`config.mk`:
```
export PLATFORM = sky130hd
export DESIGN_NAME = posted_read_seq
export DESIGN_NICKNAME = d
export VERILOG_FILES = /design/src/rtl/posted_read_seq.sv
export SDC_FILE = /design/constraint.sdc
export NUM_CORES = 1
export LEC_CHECK = 0
export BUFFER_PORTS_ARGS = -buffer_cell sky130_fd_sc_hd__buf_2
export CAP_MARGIN = 10
export CORE_UTILIZATION = 45
export CTS_BUF_LIST = sky130_fd_sc_hd__clkbuf_8 sky130_fd_sc_hd__clkbuf_16
export CTS_CLUSTER_DIAMETER = 80
export DETAILED_ROUTE_END_ITERATION = 8
export GPL_TIMING_DRIVEN = 1
export PLACE_DENSITY = 0.69
export SYNTH_ARGS = -nofsm -noshare
export SYNTH_HDL_FRONTEND = slang
export SYNTH_SLANG_ARGS = --single-unit
```
`constraint.sdc`:
```
create_clock -name clk -period 6 [get_ports clk]
set_input_delay 0.6 -clock clk [delete_from_list [all_inputs] [get_ports clk]]
set_output_delay 0.6 -clock clk [all_outputs]
set_load 0.005 [all_outputs]
```
`src/rtl/posted_read_seq.sv`:
```
module posted_read_seq #(
  parameter int AW    = 32,
  parameter int CW    = 16,
  parameter int DEPTH = 8
) (
  input  logic          clk,
  input  logic          rst_n,
  input  logic          reg_we,
  input  logic [3:0]    reg_waddr,
  input  logic [31:0]   reg_wdata,
  input  logic          reg_re,
  input  logic [3:0]    reg_raddr,
  output logic [31:0]   reg_rdata,
  output logic          bus_req,
  input  logic          bus_gnt,
  output logic [AW-1:0] bus_addr,
  output logic [1:0]    bus_size,
  output logic [2:0]    bus_cs,
  input  logic          bus_rvalid,
  input  logic [31:0]   bus_rdata,
  output logic          fifo_trig
);

  localparam int CSW = 3;
  localparam int PW  = $clog2(DEPTH);
  localparam int LW  = PW + 1;

  logic [AW-1:0] addr_q [2];
  logic [1:0]    size_q [2];
  logic [CW-1:0] cnt_q  [2];
  logic [LW-1:0] level_q;
  logic          csm_q;

  logic          engaged_q, cur_q, req_q, outst_q, iss_q, iss_csm_q;
  logic [AW-1:0] bus_addr_q;
  logic [1:0]    bus_size_q;
  logic [2:0]    bus_cs_q;

  logic [31:0]   mem [DEPTH];
  logic [LW-1:0] wp_q, rp_q, fcnt;
  logic          full, empty, push, pop;
  logic [31:0]   push_data;
  logic [AW-1:0] step, base, sum, adv_addr;
  logic [31:0]   status;

  assign fcnt  = wp_q - rp_q;
  assign full  = (fcnt == LW'(DEPTH));
  assign empty = (fcnt == '0);
  assign push  = bus_rvalid && outst_q;
  assign pop   = reg_re && (reg_raddr == 4'd7) && !empty;

  assign fifo_trig = (level_q != '0) && (fcnt >= level_q);
  assign bus_req   = req_q;
  assign bus_addr  = bus_addr_q;
  assign bus_size  = bus_size_q;
  assign bus_cs    = bus_cs_q;

  always_comb begin
    case (bus_size_q)
      2'd0:    step = AW'(1);
      2'd1:    step = AW'(2);
      default: step = AW'(4);
    endcase
  end

  assign base     = addr_q[iss_q];
  assign sum      = base + step;
  assign adv_addr = iss_csm_q ? {base[AW-1:AW-CSW], sum[AW-CSW-1:0]} : sum;

  always_comb begin
    case (bus_size_q)
      2'd0:    push_data = {24'd0, bus_rdata[7:0]};
      2'd1:    push_data = {16'd0, bus_rdata[15:0]};
      default: push_data = bus_rdata;
    endcase
  end

  always_ff @(posedge clk or negedge rst_n) begin
    if (!rst_n) begin
      for (int i = 0; i < 2; i++) begin
        addr_q[i] <= '0;
        size_q[i] <= '0;
        cnt_q[i]  <= '0;
      end
      level_q <= '0;
      csm_q   <= 1'b0;
    end else begin
      for (int i = 0; i < 2; i++) begin
        if (push && (iss_q == 1'(i))) begin
          addr_q[i] <= adv_addr;
          if (cnt_q[i] != '0) cnt_q[i] <= cnt_q[i] - 1'b1;
        end
        if (reg_we && reg_waddr == 4'(3*i))     addr_q[i] <= reg_wdata[AW-1:0];
        if (reg_we && reg_waddr == 4'(3*i + 1)) size_q[i] <= reg_wdata[1:0];
        if (reg_we && reg_waddr == 4'(3*i + 2)) cnt_q[i]  <= reg_wdata[CW-1:0];
      end
      if (reg_we && reg_waddr == 4'd8) begin
        level_q <= reg_wdata[LW-1:0];
        csm_q   <= reg_wdata[16];
      end
    end
  end

  always_ff @(posedge clk or negedge rst_n) begin
    if (!rst_n) begin
      engaged_q  <= 1'b0;
      cur_q      <= 1'b0;
      req_q      <= 1'b0;
      outst_q    <= 1'b0;
      iss_q      <= 1'b0;
      iss_csm_q  <= 1'b0;
      bus_addr_q <= '0;
      bus_size_q <= '0;
      bus_cs_q   <= '0;
    end else begin
      if (!engaged_q) begin
        if (cnt_q[0] != '0) begin
          engaged_q <= 1'b1;
          cur_q     <= 1'b0;
        end else if (cnt_q[1] != '0) begin
          engaged_q <= 1'b1;
          cur_q     <= 1'b1;
        end
      end else if (!req_q && !outst_q) begin
        if (cnt_q[cur_q] != '0) begin
          if (!full) begin
            req_q      <= 1'b1;
            iss_q      <= cur_q;
            iss_csm_q  <= csm_q;
            bus_size_q <= size_q[cur_q];
            bus_addr_q <= csm_q ? {CSW'(0), addr_q[cur_q][AW-CSW-1:0]} : addr_q[cur_q];
            bus_cs_q   <= csm_q ? addr_q[cur_q][AW-1:AW-CSW] : '0;
          end
        end else if (cnt_q[!cur_q] != '0) begin
          cur_q <= !cur_q;
        end else begin
          engaged_q <= 1'b0;
        end
      end
      if (req_q && bus_gnt) begin
        req_q   <= 1'b0;
        outst_q <= 1'b1;
      end
      if (push) outst_q <= 1'b0;
    end
  end

  always_ff @(posedge clk) begin
    if (push) mem[wp_q[PW-1:0]] <= push_data;
  end

  always_ff @(posedge clk or negedge rst_n) begin
    if (!rst_n) begin
      wp_q <= '0;
      rp_q <= '0;
    end else begin
      if (push) wp_q <= wp_q + 1'b1;
      if (pop)  rp_q <= rp_q + 1'b1;
    end
  end

  always_comb begin
    status     = '0;
    status[0]  = cur_q;
    status[4]  = engaged_q;
    status[8]  = full;
    status[9]  = empty;
    status[10] = fifo_trig;
  end

  always_comb begin
    case (reg_raddr)
      4'd0:    reg_rdata = 32'(addr_q[0]);
      4'd1:    reg_rdata = {30'd0, size_q[0]};
      4'd2:    reg_rdata = 32'(cnt_q[0]);
      4'd3:    reg_rdata = 32'(addr_q[1]);
      4'd4:    reg_rdata = {30'd0, size_q[1]};
      4'd5:    reg_rdata = 32'(cnt_q[1]);
      4'd6:    reg_rdata = status;
      4'd7:    reg_rdata = empty ? 32'd0 : mem[rp_q[PW-1:0]];
      4'd8:    reg_rdata = 32'(level_q) | (32'(csm_q) << 16);
      default: reg_rdata = 32'd0;
    endcase
  end

endmodule


```
==> metrics.yaml, run 1 <==
status: "finished clean"
route.antenna.remaining_nets: 0
cts_sinks: 412
ys_seq_area_share_pct: 59.81
rrSetupSlack_ns: 2.10
clk_latency_ns: 0.56
cp_max_fo: 32
cp.arrival_ns: 4.56
drive_above_1_share_pct: 25.31
synth_cell_type_count: 64
ff_latch_area_sq_mm: 0.01160
hp-class: "in2async"
die_w_um: 209.5
layout_commonest_cell: "edfxtp_1"
slew_headroom_pct: 24.23
critPathCaptureType: "primary output"
grt_max_degree: 98
gp_congestion: 0.8868
clockRootBuffer: "clkbuf_16"
drc: 0
rsz0062_at_grt: "no"
drtIter0Drc: 1370
cts_setup_buffers: 0
h-tree-depth: 2
cts_hold_buffers: 0
skew_ns: 0.01466
netlist_instances: 1464
die-area_sq_mm: 0.04390
fin_nets: 1696
required_ns: 5.40
start_util_pct: 45.89
die_h_um: 209.5
finalWorstPathRequiredPeriod_ns: 5.162
wl_um: 50970
syn_area_per_cell_sq_um: 13.24
grtUsageTotal_pct: 23.39
grt_pass1_wl_um: 77650
hold_slack_ns: 0.1439
dpl.hpwl_um: 34050
fillCellCount: 3508
setup.worst_path.class: "reg2out"
fin_setup_tns_ns: 0
multi_input_area_sq_mm: 0.007440
clk_pin_slew_ns: 0.06
synth_ff_type: "edfxtp_1"
ys_ff_latch: 412
mostFrequentLayoutCells: "edfxtp_1, dfrtp_1, buf_2"
cts_buffers: 43
leakage_nw: 8.004
wire_per_inst_um: 23.42
vias: 12903
first_global_vias: 12607
antenna_found_initial: 1
tightest_slew_ns: 1.134
dp_slack_ns: 1.424
maxCapViolations: 0
p_total_mw: 9.729
startpoint_type: "flop"
core_sq_mm: 0.04223
cts_resized: 0
area_growth_pct: 14.42
drv_slew: 0
synthArstFlopShare_pct: 37.86
syn_area_sq_mm: 0.01938
clockBufferDepth: 3
syn_nets: 1558
synth_warnings: 0
setup_viol: 0
clock.fmax_mhz: 193.7
synth-edff-count: 256
ios: 149
drtPass1Iterations: 9
vias_per_cell: 5.930
irDropWorstVdd_uv: 235.2
finalCritPeriodShare_pct: 86.03
cts_tree: "yes"
power_density_mw_per_mm2: 438.7
hold_viol_final: 0
port_buffers: 148
overflow: 0
setup_ws_ns: 0.8382
num_rows: 75
## registers in the layout, summed over array words and instances, names as in the netlist, 2 cells and up
| signal | flops |
|---|---|
| bus_size | 2 |
| bus_addr | 32 |
| wp_q | 4 |
| size_q | 4 |
| level_q | 4 |
| rp_q | 4 |
| cnt_q | 32 |
| addr_q | 64 |
| bus_cs | 3 |
| mem | 256 |
## cells by family after synthesis
group	after synthesis	synth area share (%)
DFF	412	59.81
adders and majority gates	16	1.111
AOI/OAI and AO/OA	234	7.567
buffers and inverters	106	2.266
xor gates and xnor gates	90	4.068
muxes	190	14.49
and+or+nand+nor	416	10.69
## worst max-delay path, cell delays in order, from the launching register on
cell	delay, ns
dfrtp_4	0.83
ha_1	0.29
inv_1	0.06
fa_1	0.39
xor2_1	0.18
nor3b_1	0.92
a31o_2	0.80
a21oi_1	0.10
a211o_1	0.31
buf_2	0.13
## metal layers
metal | part of all wire, % | global-route usage, % | wire (um) | vias to the layer above
li1 | - | - | - | 5803
met5 | 0.024 | 0 | 12 | -
met4 | 3.6 | 8.658 | 1812 | 2
met3 | 7.6 | 4.624 | 3851 | 107
met1 | 41 | 31.16 | 20910 | 6478
met2 | 48 | 38.15 | 24380 | 513
## synth_stat cells, types with 3 or more instances
| library cell | number | share of area (%) |
|---|---|---|
| nor4_1 | 15 | 0.48 |
| and3b_1 | 3 | 0.14 |
| nand2_1 | 119 | 2.3 |
| inv_1 | 22 | 0.43 |
| and3_1 | 7 | 0.23 |
| mux2_1 | 3 | 0.17 |
| nand3_1 | 31 | 0.80 |
| nor3b_1 | 6 | 0.23 |
| or4_1 | 3 | 0.12 |
| a221oi_1 | 4 | 0.18 |
| edfxtp_1 | 256 | 40 |
| a22oi_1 | 21 | 0.81 |
| ha_1 | 14 | 0.90 |
| nand3b_1 | 11 | 0.43 |
| buf_1 | 8 | 0.15 |
| nor4_2 | 5 | 0.32 |
| clkbuf_1 | 60 | 1.2 |
| nand4_1 | 17 | 0.55 |
| nand4b_1 | 7 | 0.32 |
| dfrtp_1 | 156 | 20 |
| and2_1 | 23 | 0.74 |
| nor3_1 | 22 | 0.57 |
| xnor2_1 | 59 | 2.7 |
| o21ai_0 | 57 | 1.5 |
| mux4_2 | 64 | 7.4 |
| buf_2 | 12 | 0.31 |
| a211oi_1 | 5 | 0.19 |
| a21oi_1 | 81 | 2.1 |
| nor2_1 | 113 | 2.2 |
| mux2_2 | 81 | 4.7 |
| nor2b_1 | 14 | 0.45 |
| xor2_1 | 31 | 1.4 |
| a31oi_1 | 12 | 0.39 |
| nand2b_1 | 7 | 0.23 |
| a222oi_1 | 15 | 0.77 |
| nor4b_1 | 3 | 0.14 |
| mux2i_1 | 42 | 2.2 |
| o211ai_1 | 11 | 0.43 |
| a21o_1 | 5 | 0.19 |
| a211o_1 | 3 | 0.14 |
| or3_1 | 5 | 0.16 |
## power by group
group          switching [mW]  internal, mW  leakage, nW
combinational            1.57          1.37         3.06
clock                    1.10          1.53        0.756
sequential              0.553          3.62         4.19
total                    3.22          6.51         8.00
## final timing paths
check,startpoint,to,cells past startpoint
worst max-delay path,rp_q[0]$_DFFE_PN0P_,reg_rdata[10],9
worst min-delay path,rst_n,cnt_q[31]$_DFFE_PN0P_,1
worst max register to register,rp_q[0]$_DFFE_PN0P_,rp_q[3]$_DFFE_PN0P_,8
worst min register to register,rp_q[3]$_DFFE_PN0P_,rp_q[3]$_DFFE_PN0P_,1
max in group asynchronous,rst_n,addr_q[2]$_DFFE_PN0P_,2
min in group clk,bus_rdata[2],mem[1][2]$_DFFE_PP_,1
## area by class of cell
type                    count  share of cell area (%)
flip-flops and latches    412                   52.30
multi-input cells         946                   33.55
clock buffers              52                   5.462
repair buffers            176                   4.305
well taps                 539                   3.041
clock inverters            27                  0.9367
inverters                  23                  0.3893
diodes                      1                 0.01129
## per-stage QoR
step | instances | util, % | area (sq um)
finish | 2176 | 52.51 | 22170
global route | 2175 | 52.50 | 22170
CTS | 2174 | 52.49 | 22170
detailed placement | 2095 | 49.13 | 20750
global placement | 2095 | 49.13 | 20750
floorplan | 1464 | - | 19380
Note: power is estimated with default switching activity, not from simulation.
==> inputs of run 2 (changes only) <==
--- a/config.mk
+++ b/config.mk
@@ -6,5 +6,4 @@
 export NUM_CORES = 1
 export LEC_CHECK = 0
-export BUFFER_PORTS_ARGS = -buffer_cell sky130_fd_sc_hd__buf_2
 export CAP_MARGIN = 10
 export CORE_UTILIZATION = 45
@@ -12,6 +11,7 @@
 export CTS_CLUSTER_DIAMETER = 80
 export DETAILED_ROUTE_END_ITERATION = 8
+export DONT_BUFFER_PORTS = 1
 export GPL_TIMING_DRIVEN = 1
-export PLACE_DENSITY = 0.69
+export PLACE_DENSITY = 0.66
 export SYNTH_ARGS = -nofsm -noshare
 export SYNTH_HDL_FRONTEND = slang
==> constraint.sdc (replaced) <==
create_clock -name clk -period 6 [get_ports clk]
set_input_delay 1.5 -clock clk [delete_from_list [all_inputs] [get_ports clk]]
set_output_delay 1.5 -clock clk [all_outputs]
set_load 0.005 [all_outputs]
==> run 2 against run 1 <==
Net effect: highest routed layer unchanged; combinational power decreased by 8.9%; critical path type unchanged; via count decreased by 5.6%; clock power fell by 4%; fmax fell by 1.2%.
==> metrics.yaml, run 2 (synthesized netlist as in run 1, its figures left out) <==
status: "finished clean"  # unchanged
cts_hold_buffers: 0  # unchanged
ios: 149  # unchanged
clk_pin_slew_ns: 0.06  # about the same
die_w_um: 209.5  # unchanged
fin_setup_tns_ns: 0  # unchanged
drv_slew: 0  # unchanged
num_rows: 75  # unchanged
cp.arrival_ns: 3.73  # was 4.56 ns
fillCellCount: 3513  # was 3508
pwr-share-seq_pct: 45.0  # was 42.9%
fin_nets: 1546  # was 1696
wire_per_inst_um: 25.02  # was 23.42 um
power_density_mw_per_mm2: 442.0  # was 438.7 mW/mm^2
clockRootBuffer: "clkbuf_16"  # unchanged
power.switching_mw: 3.162  # was 3.218 mW
cp_slowest_stage_delay_ns: 0.78  # was 0.92 ns
slew_headroom_pct: 19.23  # was 24.23%
antennaDiodeCount: 0  # was 1
rsz0062_at_grt: "no"  # unchanged
largest_reg_flops: 256  # unchanged
tightest_slew_ns: 1.200  # was 1.134 ns
drtPass1Iterations: 6  # was 9
cp_cell_sequence: "ha_1 > inv_1 > fa_1 > xor2_1 > nor3b_1 > buf_4 > a31o_2 > a21oi_1 > a211o_1"  # was ha_1 > inv_1 > fa_1 > xor2_1 > nor3b_1 > a31o_2 > a21oi_1 > a211o_1 > buf_2
clockPowerShare_pct: 26.6  # was 27.0%
drive_above_1_share_pct: 17.67  # was 25.31%
dpl.hpwl_um: 33800  # was 34050 um
start_util_pct: 45.89  # unchanged
required_ns: 4.50  # was 5.40 ns
pwr-share-comb_pct: 28.4  # was 30.1%
core_sq_mm: 0.04223  # unchanged
first_global_vias: 12048  # was 12607
critPathCaptureType: "primary output"  # unchanged
mostFrequentLayoutCells: "edfxtp_1, dfrtp_1, nand2_1"  # was edfxtp_1, dfrtp_1, buf_2
clockBufferDepth: 3  # unchanged
vias: 12184  # was 12903
grt_max_degree: 157  # was 98
irDropWorstVdd_uv: 250.0  # was 235.2 uV
wl_um: 50600  # was 50970 um
grt_pass1_wl_um: 76580  # was 77650 um
vias_per_cell: 6.026  # was 5.930
cts_buffers: 43  # unchanged
route.antenna.remaining_nets: 0  # unchanged
die-area_sq_mm: 0.04390  # unchanged
hold_viol_final: 0  # unchanged
overflow: 0  # unchanged
finalCritPeriodShare_pct: 87.12  # was 86.03%
antenna_found_initial: 6  # was 1
drc: 0  # unchanged
switching_share_pct: 33.56  # was 33.07%
drtIter0Drc: 1275  # was 1370
die_h_um: 209.5  # unchanged
p_int_mw: 6.261  # was 6.511 mW
cts_sinks: 412  # unchanged
dp_slack_ns: 1.337  # was 1.424 ns
clock.fmax_mhz: 191.3  # was 193.7 MHz
cts_setup_buffers: 0  # unchanged
gp_congestion: 0.9296  # was 0.8868
skew_ns: 0.02206  # was 0.01466 ns
cp_max_fo: 32  # unchanged
finalWorstPathRequiredPeriod_ns: 5.227  # was 5.162 ns
leakage_nw: 7.290  # was 8.004 nW
setup_ws_ns: 0.7730  # was 0.8382 ns
grtUsageTotal_pct: 23.38  # was 23.39%
clk_latency_ns: 0.58  # was 0.56 ns
setup.worst_path.class: "reg2out"  # unchanged
layout_commonest_cell: "edfxtp_1"  # unchanged
maxCapViolations: 0  # unchanged
crit_slowest_cell: "dfrtp_4"  # was nor3b_1
h-tree-depth: 2  # unchanged
setup_viol: 0  # unchanged
area_growth_pct: 10.01  # was 14.42%
hp-class: "reg2reg"  # was in2async
port_buffers: 0  # was 148
cts_tree: "yes"  # unchanged
cts_resized: 0  # unchanged
startpoint_type: "flop"  # unchanged
[run 2: cell types whose count changed in the layout (fill, tap and decap cells not counted), moves of 3 or more]
cell	change
buf_2	-147
clkbuf_8	-7
clkinvlp_4	+4
inv_1	-4
clkinv_1	+3
clkinv_2	+3
[run 2: final timing paths]
kind,start,to,slack [ns],depth (start not counted)
setup reg to reg,rp_q[0]$_DFFE_PN0P_,bus_addr[5]$_DFFE_PN0P_,2.22,9
hold / removal,wp_q[3]$_DFFE_PN0P_,wp_q[3]$_DFFE_PN0P_,0.49,1
setup / recovery,rp_q[0]$_DFFE_PN0P_,reg_rdata[10],0.77,9
max in group asynchronous,rst_n,rp_q[0]$_DFFE_PN0P_,5.18,0
hold reg to reg,wp_q[3]$_DFFE_PN0P_,wp_q[3]$_DFFE_PN0P_,0.49,1
min in group asynchronous,rst_n,cnt_q[26]$_DFFE_PN0P_,0.63,0
[run 2: layout make-up]
type / instances / area [sq um] / share of cell area [%]
Sequential cell: 412 / 11600 / 54.40
Multi-Input combinational cell: 946 / 7440 / 34.90
Clock buffer: 45 / 1115 / 5.230
Tap cell: 539 / 674.4 / 3.164
Clock inverter: 31 / 210.2 / 0.9860
Timing Repair Buffer: 26 / 195.2 / 0.9156
Inverter: 23 / 86.33 / 0.4050
[run 2: layer usage]
layer  track usage, %  part of all wire, %  vias to the layer above
li1                 -                    -                     5491
met2            37.75                   48                      434
met3            5.492                  8.0                       84
met5                0                 0.16                        -
met4            6.620                  2.4                       12
met1            31.71                   42                     6163
[run 2: metrics by stage]
step / cells / hold slack, ns / power [mW] / area [sq um] / util (%)
3_3_place_gp: 1946 / 0.4739 / 6.907 / 19990 / 47.35
5_1_grt: 2022 / 0.4950 / 9.890 / 21320 / 50.48
4_1_cts: 2022 / 0.4900 / 9.482 / 21320 / 50.48
3_5_place_dp: 1946 / 0.4788 / 6.970 / 19990 / 47.35
6_report: 2022 / 0.4904 / 9.423 / 21320 / 50.48
2_1_floorplan: 1464 / 0.4604 / 6.077 / 19380 / -
[run 2: worst max-delay path, delay by kind of cell, from the launching register on]
family                     cells  cell delay [ns]
xor gates and xnor gates       1             0.17
DFF                            1             0.78
AOI/OAI and AO/OA              3             1.11
adders and majority gates      2             0.64
buffers and inverters          2             0.25
and+or+nand+nor                1             0.20
[run 2: power groups by stage]
| stage | clock, mW | combinational (mW) | sequential (mW) |
|---|---|---|---|
| 6_report | 2.51 | 2.67 | 4.24 |
| 4_1_cts | 2.55 | 2.69 | 4.24 |
| 5_1_grt | 2.66 | 2.93 | 4.31 |
| 2_1_floorplan | 0 | 2.08 | 4.00 |
| 3_5_place_dp | 0 | 2.68 | 4.29 |
| 3_3_place_gp | 0 | 2.63 | 4.28 |
==> inputs of run 3 (changes only) <==
==> constraint.sdc (replaced) <==
create_clock -name clk -period 6 [get_ports clk]
set_input_delay 1.2 -clock clk [delete_from_list [all_inputs] [get_ports clk]]
set_output_delay 1.2 -clock clk [all_outputs]
set_load 0.005 [all_outputs]
==> run 3 against run 2 <==
Net effect: routed wire length is 0.69% lower; combinational power is 2% higher; fmax is 1.7% lower; utilization is 0.092 points higher; cell area is 0.18% higher; worst hold slack worse by 0.15 ns; register-to-register slack worse by 0.02 ns; die area stayed put; worst setup slack worse by 0.090 ns; power is 0.68% higher; critical endpoint unchanged.
==> metrics.yaml, run 3 (synthesized netlist as in run 1, its figures left out) <==
clk_latency_ns: 0.57  # was 0.58 ns
status: "finished clean"  # unchanged
overflow: 0  # unchanged
gp_congestion: 0.9176  # was 0.9296
finalCritPeriodShare_pct: 88.62  # was 87.12%
cp.arrival_ns: 4.12  # was 3.73 ns
die_w_um: 209.5  # unchanged
cts_resized: 0  # unchanged
mostFrequentLayoutCells: "edfxtp_1, dfrtp_1, nand2_1"  # unchanged
clk_pin_slew_ns: 0.06  # about the same
slew_headroom_pct: 12.69  # was 19.23%
ios: 149  # unchanged
vias: 12356  # was 12184
drc: 0  # unchanged
setup_viol: 0  # unchanged
cts_tree: "yes"  # unchanged
tightest_slew_ns: 1.298  # was 1.200 ns
finalNonFillerCells: 2021  # was 2022
cts_sinks: 412  # unchanged
cp_max_fo: 32  # unchanged
irDropWorstVdd_uv: 331.2  # was 250.0 uV
rsz0062_at_grt: "no"  # unchanged
num_rows: 75  # unchanged
maxCapViolations: 0  # unchanged
grt_pass1_wl_um: 76000  # was 76580 um
largest_reg_flops: 256  # unchanged
drv_slew: 0  # unchanged
cts_setup_buffers: 0  # unchanged
fin_nets: 1545  # was 1546
h-tree-depth: 2  # unchanged
clock.fmax_mhz: 188.1  # was 191.3 MHz
leakage_nw: 7.319  # was 7.290 nW
area_growth_pct: 10.21  # was 10.01%
wire_per_inst_um: 24.86  # was 25.02 um
startpoint_type: "flop"  # unchanged
route.antenna.remaining_nets: 0  # unchanged
die-area_sq_mm: 0.04390  # unchanged
clockBufferDepth: 3  # unchanged
finalWorstPathRequiredPeriod_ns: 5.317  # was 5.227 ns
setup.worst_path.class: "reg2out"  # unchanged
first_global_vias: 12130  # was 12048
layout_commonest_cell: "edfxtp_1"  # unchanged
vias_per_cell: 6.114  # was 6.026
drtIter0Drc: 1410  # was 1275
fin_setup_tns_ns: 0  # unchanged
skew_ns: 0.01512  # was 0.02206 ns
drive_above_1_share_pct: 17.76  # was 17.67%
port_buffers: 0  # unchanged
clockRootBuffer: "clkbuf_16"  # unchanged
wl_um: 50250  # was 50600 um
dpl.hpwl_um: 33520  # was 33800 um
critPathCaptureType: "primary output"  # unchanged
cts_buffers: 43  # unchanged
die_h_um: 209.5  # unchanged
placed_cells: 1945  # was 1946
start_util_pct: 45.89  # unchanged
hold_viol_final: 0  # unchanged
power_density_mw_per_mm2: 444.2  # was 442.0 mW/mm^2
antenna_found_initial: 9  # was 6
core_sq_mm: 0.04223  # unchanged
grt_max_degree: 157  # unchanged
grtUsageTotal_pct: 23.09  # was 23.38%
drtPass1Iterations: 6  # unchanged
required_ns: 4.80  # was 4.50 ns
cts_hold_buffers: 0  # unchanged
hp-class: "in2async"  # was reg2reg
run 3: changes by cell type in the layout (fill, tap and decap cells not counted), sizes merged:
cell      change
buf           -1
clkinv        +3
inv           -3
bufinv        +3
diode         +1
clkinvlp      -4
run 3: critical path, stage by stage (launching register included):
cell	delay [ns]
dfrtp_1	0.46
inv_1	0.16
ha_1	0.21
inv_1	0.06
fa_1	0.37
xor2_1	0.18
nor3b_1	0.86
a31o_2	0.79
a21oi_1	0.10
a211o_1	0.35
run 3: area by class of cell:
class                   count  area, sq um
clock buffers              45         1104
fillers                  3572        20870
clock inverters            30        256.5
repair buffers             25        187.7
well taps                 539        674.4
diodes                      1        2.502
multi-input cells         946         7448
inverters                  23        86.33
flip-flops and latches    412        11600
run 3: routing by layer:
metal | up-vias | share of wire, % | global-route usage [%]
li1 | 5496 | - | -
met2 | 463 | 48 | 38.29
met5 | - | 0.18 | 0
met4 | 16 | 1.8 | 5.361
met1 | 6301 | 40 | 29.62
met3 | 80 | 9.4 | 7.272
run 3: through the flow:
step | util, % | cell area, sq um | hold slack (ns) | power, mW | setup WS [ns]
finish | 50.57 | 21360 | 0.3371 | 9.487 | 0.6829
global route | 50.57 | 21350 | 0.3061 | 9.951 | 0.4968
CTS | 50.55 | 21350 | 0.2980 | 9.560 | 0.6862
floorplan | - | 19380 | 0.4604 | 6.077 | 1.078
global placement | 47.33 | 19990 | 0.4741 | 6.875 | 1.540
detailed placement | 47.33 | 19990 | 0.4774 | 6.948 | 1.315
run 3: report_power, final:
group	switching (mW)	internal [mW]
logic	1.49	1.24
clock network	1.10	1.50
registers	0.539	3.62
run 3: worst paths after layout:
kind,from,end,slack (ns),cells past startpoint
min in group clk,wp_q[3]$_DFFE_PN0P_,wp_q[3]$_DFFE_PN0P_,0.49,1
worst min register to register,wp_q[3]$_DFFE_PN0P_,wp_q[3]$_DFFE_PN0P_,0.49,1
worst min-delay path,rst_n,cnt_q[29]$_DFFE_PN0P_,0.34,0
max in group asynchronous,rst_n,rp_q[0]$_DFFE_PN0P_,5.46,0
worst max register to register,iss_q$_DFFE_PN0P_,addr_q[19]$_DFFE_PN0P_,2.20,10
worst max-delay path,wp_q[0]$_DFFE_PN0P_,reg_rdata[10],0.68,9
